**src/rtl/sram_ctrl_pkg.sv**
```systemverilog
package sram_ctrl_pkg;

  typedef enum logic [2:0] {
    ST_IDLE,
    ST_RD_WAIT,
    ST_RD_CAPTURE,
    ST_WR_SETUP,
    ST_WR_PULSE,
    ST_WR_END,
    ST_TURN
  } sram_state_e;

  function automatic int ceil_div(input int num, input int den);
    return (num + den - 1) / den;
  endfunction

  function automatic int max2(input int a, input int b);
    return (a > b) ? a : b;
  endfunction

endpackage

```
**src/rtl/sram_phase_timer.sv**
```systemverilog
module sram_phase_timer #(
  parameter int CNT_W = 2
) (
  input  logic             clk_i,
  input  logic             rst_ni,
  input  logic             load_i,
  input  logic [CNT_W-1:0] load_val_i,
  output logic             done_o
);

  logic [CNT_W-1:0] cnt_q;

  always_ff @(posedge clk_i or negedge rst_ni) begin
    if (!rst_ni)             cnt_q <= '0;
    else if (load_i)         cnt_q <= load_val_i;
    else if (cnt_q != '0)    cnt_q <= cnt_q - 1'b1;
  end

  assign done_o = (cnt_q == '0);

endmodule

```
**src/rtl/sram_rd_capture.sv**
```systemverilog
module sram_rd_capture #(
  parameter int DATA_W = 8
) (
  input  logic              clk_i,
  input  logic              rst_ni,
  input  logic              cap_en_i,
  input  logic [DATA_W-1:0] dq_i,
  output logic              rd_valid_o,
  output logic [DATA_W-1:0] rd_data_o
);

  logic              valid_q;
  logic [DATA_W-1:0] data_q;

  always_ff @(posedge clk_i or negedge rst_ni) begin
    if (!rst_ni) begin
      valid_q <= 1'b0;
      data_q  <= '0;
    end else begin
      valid_q <= cap_en_i;
      if (cap_en_i) data_q <= dq_i;
    end
  end

  assign rd_valid_o = valid_q;
  assign rd_data_o  = data_q;

  // one capture per read, so the strobe never lasts two cycles
  AST_RD_PULSE: assert property (@(posedge clk_i) disable iff (!rst_ni)
    valid_q |=> !valid_q);

endmodule

```
**src/rtl/sram_seq.sv**
```systemverilog
module sram_seq
  import sram_ctrl_pkg::*;
#(
  parameter int ADDR_W    = 19,
  parameter int DATA_W    = 8,
  parameter int CNT_W     = 2,
  parameter int RD_LEN    = 2,
  parameter int SETUP_LEN = 1,
  parameter int T_WP      = 2,
  parameter int END_LEN   = 1,
  parameter int T_TURN    = 1,
  parameter int T_DW      = 1
) (
  input  logic              clk_i,
  input  logic              rst_ni,
  input  logic              req_valid_i,
  input  logic              req_we_i,
  input  logic [ADDR_W-1:0] req_addr_i,
  input  logic [DATA_W-1:0] req_wdata_i,
  output logic              req_ready_o,
  input  logic              tmr_done_i,
  output logic              tmr_load_o,
  output logic [CNT_W-1:0]  tmr_val_o,
  output logic              cap_en_o,
  output logic [ADDR_W-1:0] mem_addr_o,
  output logic              mem_cs_no,
  output logic              mem_oe_no,
  output logic              mem_we_no,
  output logic [DATA_W-1:0] mem_dq_o,
  output logic              mem_dq_oe_o
);

  localparam int AW_CNT = CNT_W + 1;

  sram_state_e       state_q, nxt;
  logic [ADDR_W-1:0] addr_q;
  logic [DATA_W-1:0] dq_q;
  logic              cs_n_q, oe_n_q, we_n_q, dq_oe_q;
  logic              accept;

  assign req_ready_o = (state_q == ST_IDLE);
  assign accept      = req_ready_o && req_valid_i;

  always_comb begin
    nxt        = state_q;
    tmr_load_o = 1'b0;
    tmr_val_o  = '0;
    cap_en_o   = 1'b0;
    unique case (state_q)
      ST_IDLE: if (req_valid_i) begin
        tmr_load_o = 1'b1;
        if (req_we_i) begin
          nxt       = ST_WR_SETUP;
          tmr_val_o = CNT_W'(SETUP_LEN - 1);
        end else begin
          nxt       = ST_RD_WAIT;
          tmr_val_o = CNT_W'(RD_LEN - 1);
        end
      end
      ST_RD_WAIT: if (tmr_done_i) begin
        nxt      = ST_RD_CAPTURE;
        cap_en_o = 1'b1;
      end
      ST_RD_CAPTURE: begin
        nxt        = ST_TURN;
        tmr_load_o = 1'b1;
        tmr_val_o  = CNT_W'(T_TURN - 1);
      end
      ST_WR_SETUP: if (tmr_done_i) begin
        nxt        = ST_WR_PULSE;
        tmr_load_o = 1'b1;
        tmr_val_o  = CNT_W'(T_WP - 1);
      end
      ST_WR_PULSE: if (tmr_done_i) begin
        nxt        = ST_WR_END;
        tmr_load_o = 1'b1;
        tmr_val_o  = CNT_W'(END_LEN - 1);
      end
      ST_WR_END: if (tmr_done_i) nxt = ST_IDLE;
      ST_TURN:   if (tmr_done_i) nxt = ST_IDLE;
      default:   nxt = ST_IDLE;
    endcase
  end

  // pins are decoded from the next state and registered, so they never glitch
  always_ff @(posedge clk_i or negedge rst_ni) begin
    if (!rst_ni) begin
      state_q <= ST_IDLE;
      cs_n_q  <= 1'b1;
      oe_n_q  <= 1'b1;
      we_n_q  <= 1'b1;
      dq_oe_q <= 1'b0;
      addr_q  <= '0;
      dq_q    <= '0;
    end else begin
      state_q <= nxt;
      cs_n_q  <= (nxt == ST_IDLE) || (nxt == ST_RD_CAPTURE) || (nxt == ST_TURN);
      oe_n_q  <= (nxt != ST_RD_WAIT);
      we_n_q  <= (nxt != ST_WR_PULSE);
      dq_oe_q <= (nxt == ST_WR_SETUP) || (nxt == ST_WR_PULSE) || (nxt == ST_WR_END);
      if (accept) begin
        addr_q <= req_addr_i;
        if (req_we_i) dq_q <= req_wdata_i;
      end
    end
  end

  assign mem_addr_o  = addr_q;
  assign mem_cs_no   = cs_n_q;
  assign mem_oe_no   = oe_n_q;
  assign mem_we_no   = we_n_q;
  assign mem_dq_o    = dq_q;
  assign mem_dq_oe_o = dq_oe_q;

  // assertion support: saturating interval counters
  logic [AW_CNT-1:0] we_lo_cnt, dq_on_cnt, oe_hi_cnt;

  always_ff @(posedge clk_i or negedge rst_ni) begin
    if (!rst_ni) begin
      we_lo_cnt <= '0;
      dq_on_cnt <= '0;
      oe_hi_cnt <= '1;
    end else begin
      if (we_n_q)                 we_lo_cnt <= '0;
      else if (we_lo_cnt != '1)   we_lo_cnt <= we_lo_cnt + 1'b1;
      if (!dq_oe_q)               dq_on_cnt <= '0;
      else if (dq_on_cnt != '1)   dq_on_cnt <= dq_on_cnt + 1'b1;
      if (!oe_n_q)                oe_hi_cnt <= '0;
      else if (oe_hi_cnt != '1)   oe_hi_cnt <= oe_hi_cnt + 1'b1;
    end
  end

  AST_IDLE_PINS: assert property (@(posedge clk_i) disable iff (!rst_ni)
    req_ready_o |-> cs_n_q && oe_n_q && we_n_q && !dq_oe_q);

  AST_RD_PINS: assert property (@(posedge clk_i) disable iff (!rst_ni)
    !oe_n_q |-> !cs_n_q && we_n_q && !dq_oe_q);

  AST_WE_FRAME: assert property (@(posedge clk_i) disable iff (!rst_ni)
    !we_n_q |-> !cs_n_q && oe_n_q && dq_oe_q);

  AST_WE_WIDTH: assert property (@(posedge clk_i) disable iff (!rst_ni)
    $rose(we_n_q) |-> int'(we_lo_cnt) == T_WP);

  AST_DATA_SETUP: assert property (@(posedge clk_i) disable iff (!rst_ni)
    $rose(we_n_q) |-> dq_oe_q && int'(dq_on_cnt) >= T_DW);

  AST_DATA_STEADY: assert property (@(posedge clk_i) disable iff (!rst_ni)
    (dq_oe_q && $past(dq_oe_q)) |-> $stable(dq_q));

  AST_NO_CONTENTION: assert property (@(posedge clk_i) disable iff (!rst_ni)
    dq_oe_q |-> oe_n_q && !cs_n_q);

  AST_TURN_GAP: assert property (@(posedge clk_i) disable iff (!rst_ni)
    $rose(dq_oe_q) |-> int'(oe_hi_cnt) >= T_TURN);

  AST_BUSY: assert property (@(posedge clk_i) disable iff (!rst_ni)
    accept |=> !req_ready_o);

  AST_ADDR_HOLD: assert property (@(posedge clk_i) disable iff (!rst_ni)
    (!cs_n_q && $past(!cs_n_q)) |-> $stable(addr_q));

endmodule

```
**src/rtl/async_sram_ctrl.sv**
```systemverilog
module async_sram_ctrl
  import sram_ctrl_pkg::*;
#(
  parameter int ADDR_W        = 19,
  parameter int DATA_W        = 8,
  parameter int CLK_PERIOD_PS = 5000,
  parameter int T_RC          = ceil_div(10000, CLK_PERIOD_PS),
  parameter int T_WP          = ceil_div(7000, CLK_PERIOD_PS),
  parameter int T_DW          = ceil_div(5000, CLK_PERIOD_PS),
  parameter int T_AA          = ceil_div(10000, CLK_PERIOD_PS),
  parameter int T_TURN        = ceil_div(5000, CLK_PERIOD_PS)
) (
  input  logic              clk_i,
  input  logic              rst_ni,
  input  logic              req_valid_i,
  output logic              req_ready_o,
  input  logic              req_we_i,
  input  logic [ADDR_W-1:0] req_addr_i,
  input  logic [DATA_W-1:0] req_wdata_i,
  output logic              rd_valid_o,
  output logic [DATA_W-1:0] rd_data_o,
  output logic [ADDR_W-1:0] mem_addr_o,
  output logic              mem_cs_no,
  output logic              mem_oe_no,
  output logic              mem_we_no,
  output logic [DATA_W-1:0] mem_dq_o,
  output logic              mem_dq_oe_o,
  input  logic [DATA_W-1:0] mem_dq_i
);

  localparam int RD_LEN    = max2(T_AA, T_RC);
  localparam int SETUP_LEN = (T_DW > T_WP) ? (T_DW - T_WP) : 1;
  localparam int END_LEN   = max2(1, T_RC - SETUP_LEN - T_WP);
  localparam int MAX_LEN   = max2(max2(RD_LEN, SETUP_LEN), max2(max2(T_WP, END_LEN), T_TURN));
  localparam int CNT_W     = $clog2(MAX_LEN + 1);

  if (T_RC < 1 || T_WP < 1 || T_DW < 1 || T_AA < 1 || T_TURN < 1) begin : g_bad_timing
    $error("async_sram_ctrl: every timing interval must be at least one cycle");
  end

  logic             tmr_load, tmr_done, cap_en;
  logic [CNT_W-1:0] tmr_val;

  sram_phase_timer #(.CNT_W(CNT_W)) i_timer (
    .clk_i      (clk_i),
    .rst_ni     (rst_ni),
    .load_i     (tmr_load),
    .load_val_i (tmr_val),
    .done_o     (tmr_done)
  );

  sram_seq #(
    .ADDR_W    (ADDR_W),
    .DATA_W    (DATA_W),
    .CNT_W     (CNT_W),
    .RD_LEN    (RD_LEN),
    .SETUP_LEN (SETUP_LEN),
    .T_WP      (T_WP),
    .END_LEN   (END_LEN),
    .T_TURN    (T_TURN),
    .T_DW      (T_DW)
  ) i_seq (
    .clk_i       (clk_i),
    .rst_ni      (rst_ni),
    .req_valid_i (req_valid_i),
    .req_we_i    (req_we_i),
    .req_addr_i  (req_addr_i),
    .req_wdata_i (req_wdata_i),
    .req_ready_o (req_ready_o),
    .tmr_done_i  (tmr_done),
    .tmr_load_o  (tmr_load),
    .tmr_val_o   (tmr_val),
    .cap_en_o    (cap_en),
    .mem_addr_o  (mem_addr_o),
    .mem_cs_no   (mem_cs_no),
    .mem_oe_no   (mem_oe_no),
    .mem_we_no   (mem_we_no),
    .mem_dq_o    (mem_dq_o),
    .mem_dq_oe_o (mem_dq_oe_o)
  );

  sram_rd_capture #(.DATA_W(DATA_W)) i_cap (
    .clk_i      (clk_i),
    .rst_ni     (rst_ni),
    .cap_en_i   (cap_en),
    .dq_i       (mem_dq_i),
    .rd_valid_o (rd_valid_o),
    .rd_data_o  (rd_data_o)
  );

endmodule

```
**config.mk**
```make
export PLATFORM = sky130hd
export DESIGN_NAME = async_sram_ctrl
export DESIGN_NICKNAME = d
export VERILOG_FILES = /design/src/rtl/sram_ctrl_pkg.sv /design/src/rtl/sram_phase_timer.sv /design/src/rtl/sram_rd_capture.sv /design/src/rtl/sram_seq.sv /design/src/rtl/async_sram_ctrl.sv
export SDC_FILE = /design/constraint.sdc
export NUM_CORES = 1
export LEC_CHECK = 0
export BUFFER_PORTS_ARGS = -buffer_cell sky130_fd_sc_hd__buf_2
export CORE_UTILIZATION = 43
export DETAILED_ROUTE_END_ITERATION = 8
export PLACE_DENSITY = 0.76
export SLEW_MARGIN = 25
export SYNTH_ARGS = -nofsm -noshare
export SYNTH_HDL_FRONTEND = slang
export SYNTH_SLANG_ARGS = --single-unit
```
**constraint.sdc**
```tcl
create_clock -name clk_i -period 1.6 [get_ports clk_i]
set_input_delay 0.16 -clock clk_i [delete_from_list [all_inputs] [get_ports clk_i]]
set_output_delay 0.16 -clock clk_i [all_outputs]
set_load 0.01 [all_outputs]
```
==> out/results.md, run 1 <==
## Run status
* outcome: complete, no violations

## Layout
* final design utilization: 62.0%
* final cell count without fillers: 277
* combined area of the multi-input logic cells: 736 um^2
* NumNets Final: 266
* total area of sequential cells: 1130 um^2
* filler cell count in the final layout: 320
* ANT cells: 0
* layout cell share with drive strength beyond 1: 62.6%
* post-route design area: 2570 um^2
* Area growth syn-to-layout: 33.4%

## Synthesis
* Yosys reg bits: 45
* top cell types by occurrence after synthesis: dfrtp_1, mux2_2, mux2_4
* number of different library cells in the post-synthesis netlist: 31
* net count of the mapped netlist: 177
* cell type with the highest aggregate area in the netlist: dfrtp_1
* Main synth FF type: dfrtp_1
* synth top area cells: dfrtp_1, mux2_2, mux2_4
* most used standard cell by instance count after synthesis: dfrtp_1
* area fraction of the dominant cell type after synthesis: 54.5%
* fraction of registers with async set or reset after synthesis: 100%
* Synth Cell Area: 1930 um^2
* Ys Warns: 0
* Post-synth EDFFs: 0
* cell count after synthesis: 137
* register area share after synthesis: 58.6%
* Mapped Avg Cell Area: 14.1 um^2

## Critical path
* slowest stage delay, CP: 0.41 ns
* FF-to-FF Start: i_seq.state_q[0]
* critical path endpoint category: output pin
* Setup crit start kind: flop
* reg2reg setup slack: 0.09 ns
* largest fanout on the critical path: 18
* CP Class: reg -> out
* standard cell with the maximum stage delay on the critical path: dfrtp_1
* Setup crit start: i_seq.state_q[1]
* worst path cell trace: buf_4, buf_4, nor3_2, buf_2
* required time of the critical path: 1.44 ns
* endpoint arrival time on the critical path: 1.36 ns
* cell with the most instances on the worst path: buf_4

## Route
* first drt pass iteration count: 4
* average detailed-routed wire length per instance: 13.0 um
* first-iteration detailed-routing DRC count: 58
* number of nets with antenna violations after routing: 0
* DRC violation count after routing: 0
* number of vias after detailed routing: 1354
* post-detailed-routing wire length: 3600 um
* Vias per Instance: 4.89

## Clock tree
* clock tree buffer depth: 2
* number of levels in the clock H-tree: 2
* clock insertion delay at the later pin of the skew report: 0.29 ns
* CTS clk-pin slew, worst paths: 0.09 ns
* master cell of the clock root buffer: clkbuf_8
* post-CTS setup repair buffer count: 0
* CTS tree: built
* clock buffer count from CTS: 5
* total number of clock tree sinks: 45

## Timing
* Final Max Tran Viols: 0
* # setup viols final: 0
* tightest slew margin relative to the limit: 64.6%
* fin crit period: 1.52 ns
* slew at the pin with the worst max-slew slack: 0.531 ns
* Final TNS setup: 0 ns
* achievable frequency: 0.659 GHz
* share of the clock period used by the worst path: 94.9%
* final hold violation count: 0
* worst setup skew after layout: 0.00781 ns
* setup repair after global routing missed its margin: no

## GRT
* wire length of the first global-routing pass: 5220 um
* leftover overflow at the end of global routing: 0
* initial antenna violation count: 0
* via count of the first global-routing pass: 1189
* largest net degree at the start of global routing: 24
* overall global routing resource usage: 15.0%

## Die
* std cell rows: 23
* die height: 68.9 um
* number of I/O pins: 80
* Die Area: 4750 um^2
* width of the chip: 68.9 um
* Core Footprint: 4140 um^2
* effective utilization at floorplan: 46.5%

## Place
* detailed placement HPWL: 2740 um
* final weighted congestion in routability-driven placement: 0.768
* dpl cells: 268
* # port buffers: 79
* total placed instance area: 2470 um^2

## Power
* peak supply drop: 1.14 mV
* leakage power: 1.27 nW
* Power Dens Cells: 2000 nW/um^2
* overall power: 0.00513 W

## Worst hold path
* worst min path class: in -> reg
* hold path startpoint: mem_dq_i[0]

## Run
* MaxCap Viol Count: 0

report_power, final:
group          internal (W)  switching [W]
logic               0.00129        0.00116
clock network      0.000309       0.000368
registers           0.00172       0.000277
total               0.00333        0.00181
kinds of logic (layout without fill, tap and decap cells):
| family | after synthesis | in the layout | synth area share, % |
|---|---|---|---|
| compound gates | 18 | 18 | 5.91 |
| flops | 45 | 45 | 58.6 |
| buf+inv | 12 | 102 | 3.44 |
| mux | 36 | 36 | 22.5 |
| fa+ha+maj | 1 | 1 | 0.649 |
| simple gates | 24 | 24 | 8.38 |
| xor+xnor | 1 | 1 | 0.455 |
layer usage:
| metal | wire length [um] | track usage, % | vias to the layer above |
|---|---|---|---|
| met5 | 0 | 0 | - |
| li1 | - | - | 662 |
| met3 | 283 | 5.10 | 2 |
| met1 | 1620 | 18.9 | 634 |
| met2 | 1680 | 25.1 | 56 |
| met4 | 13 | 3.06 | 0 |
critical path: cells and delay by family (launching register included):
family	cells	cell delay, ns
buffers and inverters	3	0.50
DFF	1	0.41
and+or+nand+nor	1	0.16
path summary, 6_finish.rpt:
kind / endpoint / depth (start not counted)
worst max-delay path: req_ready_o / 4
worst min-delay path: i_cap.rd_data_o[0] / 2
worst max register to register: i_cap.rd_data_o[5] / 5
worst min register to register: i_seq.mem_addr_o[12] / 1
max in group asynchronous: i_seq.mem_addr_o[2] / 3
min in group asynchronous: i_seq.mem_addr_o[10] / 2
placed cells by master (no fill, tap or decap), types with 4 or more instances in the layout:
cell / instances
buf_12: 4
clkbuf_8: 5
a21oi_1: 4
mux2_2: 27
nor2_1: 7
mux2_4: 8
nand2_1: 5
buf_2: 79
buf_4: 8
dfrtp_1: 42
a31oi_1: 4
state kept, by name (all words and copies together), names as in the netlist:
register / flops
i_cap.rd_valid_o: 1
i_cap.rd_data_o: 8
i_seq.mem_we_no: 1
i_seq.mem_oe_no: 1
i_seq.mem_dq_oe_o: 1
i_seq.mem_addr_o: 19
i_seq.mem_cs_no: 1
i_timer.cnt_q: 2
i_seq.state_q: 3
i_seq.mem_dq_o: 8
area by class of cell:
type / instances / area share [%]
Clock buffer: 5 / 2.68
Clock inverter: 3 / 0.827
Tap cell: 50 / 2.43
Sequential cell: 45 / 43.9
Inverter: 2 / 0.292
Multi-Input combinational cell: 80 / 28.6
Timing Repair Buffer: 92 / 21.2
through the flow:
stage,hold slack (ns),setup WS [ns]
2_1_floorplan,-0.136,0.0229
3_3_place_gp,0.165,0.122
3_5_place_dp,0.172,0.0968
4_1_cts,0.0837,0.0257
5_1_grt,0.0721,0.0183
6_report,0.0953,0.0817
repair_timing:
item | in CTS | in global routing
endpoints found under the hold margin | 19 | 0
setup endpoints to repair | 0 | 1
hold buffers | 1 | 0
gates resized for setup | 0 | 1
Power figures use the tool's default switching activity.
==> run 2: changes to the inputs <==
--- a/config.mk
+++ b/config.mk
@@ -5,10 +5,11 @@
 export SDC_FILE = /design/constraint.sdc
 export NUM_CORES = 1
 export LEC_CHECK = 0
-export BUFFER_PORTS_ARGS = -buffer_cell sky130_fd_sc_hd__buf_2
-export CORE_UTILIZATION = 43
+export CORE_ASPECT_RATIO = 1.75
+export CORE_UTILIZATION = 55
 export DETAILED_ROUTE_END_ITERATION = 8
-export PLACE_DENSITY = 0.76
+export DONT_BUFFER_PORTS = 1
+export PLACE_DENSITY = 0.73
 export SLEW_MARGIN = 25
 export SYNTH_ARGS = -nofsm -noshare
 export SYNTH_HDL_FRONTEND = slang
==> out/results.md, run 2 (synthesis results as in run 1) <==
## Critical path
* endpoint arrival time on the critical path: 1.69 ns, +0.33 ns
* Buf+Inv Stages, Crit Path: 2, -1
* reg2reg setup slack: 0.09 ns, about the same
* FF-to-FF Start: i_timer.cnt_q[0]
* r2r worst-path depth: 6, +1
* required time of the critical path: 1.78 ns, +0.34 ns
* last element of the critical path: i_cap.rd_data_o[7]
* CP Class: reg -> reg
* cell class contributing the biggest share of worst-path delay: flip-flops
* slowest stage delay, CP: 0.40 ns, about the same
* Crit Reg-Reg Endpoint: i_cap.rd_data_o[7]
* Setup crit start kind: flop
* standard cell with the maximum stage delay on the critical path: dfrtp_1
* worst path cell trace: inv_1, ha_1, nand2_1, nor3_4, buf_12, mux2_2
* Setup crit start: i_timer.cnt_q[0]
* logic depth of the worst path, buffers included: 6, +2
* critical path endpoint category: flop
* largest fanout on the critical path: 9, -9

## GRT
* Global Route met2 Usage: 33.2%, +8.1 points
* largest net degree at the start of global routing: 46, +92%
* wire length of the first global-routing pass: 5040 um, -3.4%
* overall global routing resource usage: 18.9%, +3.9 points
* met1 demand-to-capacity share in global routing: 18.4%, -0.52 points
* most used routing layer in global routing: met2
* met3 usage in global routing: 6.52%, +1.4 points
* initial antenna violation count: 0, unchanged
* leftover overflow at the end of global routing: 0, unchanged
* via count of the first global-routing pass: 1182, -0.59%

## Layout
* filler cell count in the final layout: 269, -16%
* Largest register FFs: 19, unchanged
* NumNets Final: 186, -30%
* highest-count cells in the layout ignoring fill and taps: dfrtp_1, mux2_2, mux2_4, nor2_1, clkbuf_8
* ANT cells: 0, unchanged
* Area growth syn-to-layout: 13.3%
* layout cell share with drive strength beyond 1: 39.5%, -23 points
* most common cell after layout, fill and taps aside: dfrtp_1

## Place
* detailed placement HPWL: 2360 um, -14%
* pre-CTS WS: 0.0433 ns, -0.0535 ns
* # port buffers: 0, -100%
* final weighted congestion in routability-driven placement: 0.821, +6.9%

## Timing
* minimum hold slack: 0.0154 ns, -0.0799 ns
* # setup viols final: 0, unchanged
* final hold violation count: 0, unchanged
* Final TNS setup: 0 ns, unchanged
* setup repair after global routing missed its margin: no
* share of the clock period used by the worst path: 94.2%, -0.66 points
* Setup WS post-layout: 0.0922 ns, +0.0105 ns
* Final Max Tran Viols: 0, unchanged
* fin crit period: 1.51 ns, -0.0105 ns
* slew at the pin with the worst max-slew slack: 0.394 ns, -0.137 ns
* achievable frequency: 0.663 GHz, +0.70%
* worst setup skew after layout: 0.00435 ns, -0.00346 ns
* tightest slew margin relative to the limit: 73.5%, +8.9 points

## Clock tree
* CTS tree: built
* clock tree buffer depth: 2, unchanged
* CTS clk-pin slew, worst paths: 0.08 ns, about the same
* number of levels in the clock H-tree: 2, unchanged
* clock buffer count from CTS: 5, unchanged
* master cell of the clock root buffer: clkbuf_8
* total number of clock tree sinks: 45, unchanged
* clock insertion delay at the later pin of the skew report: 0.29 ns, about the same

## Route
* number of vias after detailed routing: 1119, -17%
* DRC violation count after routing: 0, unchanged
* post-detailed-routing wire length: 3290 um, -8.8%
* Vias per Instance: 5.83, +19%
* first drt pass iteration count: 4, unchanged
* average detailed-routed wire length per instance: 17.1 um, +32%
* first-iteration detailed-routing DRC count: 15, -74%
* number of nets with antenna violations after routing: 0, unchanged

## Die
* Core Footprint: 3360 um^2, -19%
* effective utilization at floorplan: 57.3%, +11 points
* std cell rows: 28, +22%
* die height: 80.3 um, +16%
* number of I/O pins: 80, unchanged
* Die Area: 3750 um^2, -21%
* width of the chip: 46.7 um, -32%

## Power
* overall power: 0.00481 W, -6.4%
* peak supply drop: 1.37 mV, +20%
* Power Dens Cells: 2200 nW/um^2, +10%
* leakage power: 0.958 nW, -24%

## Run status
* outcome: complete, no violations

## Worst hold path
* worst min path class: in -> reg

## Run
* MaxCap Viol Count: 0, unchanged

run 2: cell types whose count changed in the layout (fill, tap and decap cells not counted), moves of 2 or more:
cell | previous run | this run
buf_4 | 8 | 4
buf_6 | 0 | 2
buf_2 | 79 | 0
dlygate4sd3_1 | 1 | 3
run 2: layout make-up:
| type | instances | area (um^2) | share of cell area, % |
|---|---|---|---|
| clock buffer | 7 | 86.3 | 3.95 |
| sequential | 45 | 1130 | 51.7 |
| inverter | 2 | 7.51 | 0.344 |
| multi-input combinational | 80 | 731 | 33.5 |
| tap | 45 | 56.3 | 2.58 |
| clock inverter | 1 | 30.0 | 1.38 |
| timing repair buffer | 12 | 143 | 6.53 |
run 2: worst min path at each step:
stage / from / to / slack, ns / cells after the start
2_1_floorplan: rst_ni / i_cap.rd_data_o[0] / -0.14 / 0
3_3_place_gp: rst_ni / i_seq.mem_addr_o[9] / -0.13 / 0
3_5_place_dp: rst_ni / i_seq.mem_addr_o[15] / -0.13 / 0
4_1_cts: req_wdata_i[3] / i_seq.mem_dq_o[3] / 0.0005 / 1
5_1_grt: req_addr_i[17] / i_seq.mem_addr_o[17] / 0.00002 / 1
6_report: mem_dq_i[4] / i_cap.rd_data_o[4] / 0.02 / 1
run 2: layer usage:
| metal | routed length [um] | vias up | share of wire [%] |
|---|---|---|---|
| met5 | 0 | - | 0 |
| met4 | 78 | 0 | 2.4 |
| met3 | 291 | 8 | 8.9 |
| met2 | 1790 | 65 | 54 |
| met1 | 1130 | 545 | 34 |
| li1 | - | 501 | - |
run 2: stage by stage:
stage                     cells  area [um^2]  utilization, %
after floorplan             137         1930               -
after global placement      179         2000            59.5
after detailed placement    179         2000            59.5
after CTS                   189         2150            63.9
after global routing        192         2180            64.9
final                       192         2180            64.9
run 2: repair_timing:
action	4_1_cts	5_1_grt
endpoints found under the hold margin	45	2
endpoints found under the setup margin	0	23
resized for setup	0	2
buffers inserted	0	1
hold buffers	2	2
run 2: worst register-to-register path, cell delays in order, from the launching register on:
cell	delay, ns
dfrtp_1	0.40
inv_1	0.06
ha_1	0.16
nand2_1	0.13
nor3_4	0.17
buf_12	0.15
mux2_2	0.33
run 2: where the power goes:
part / internal [W] / leakage (nW) / switching (W)
Clock: 0.000509 / 0.0585 / 0.000344
Combinational: 0.000904 / 0.363 / 0.000695
Sequential: 0.00173 / 0.537 / 0.000623
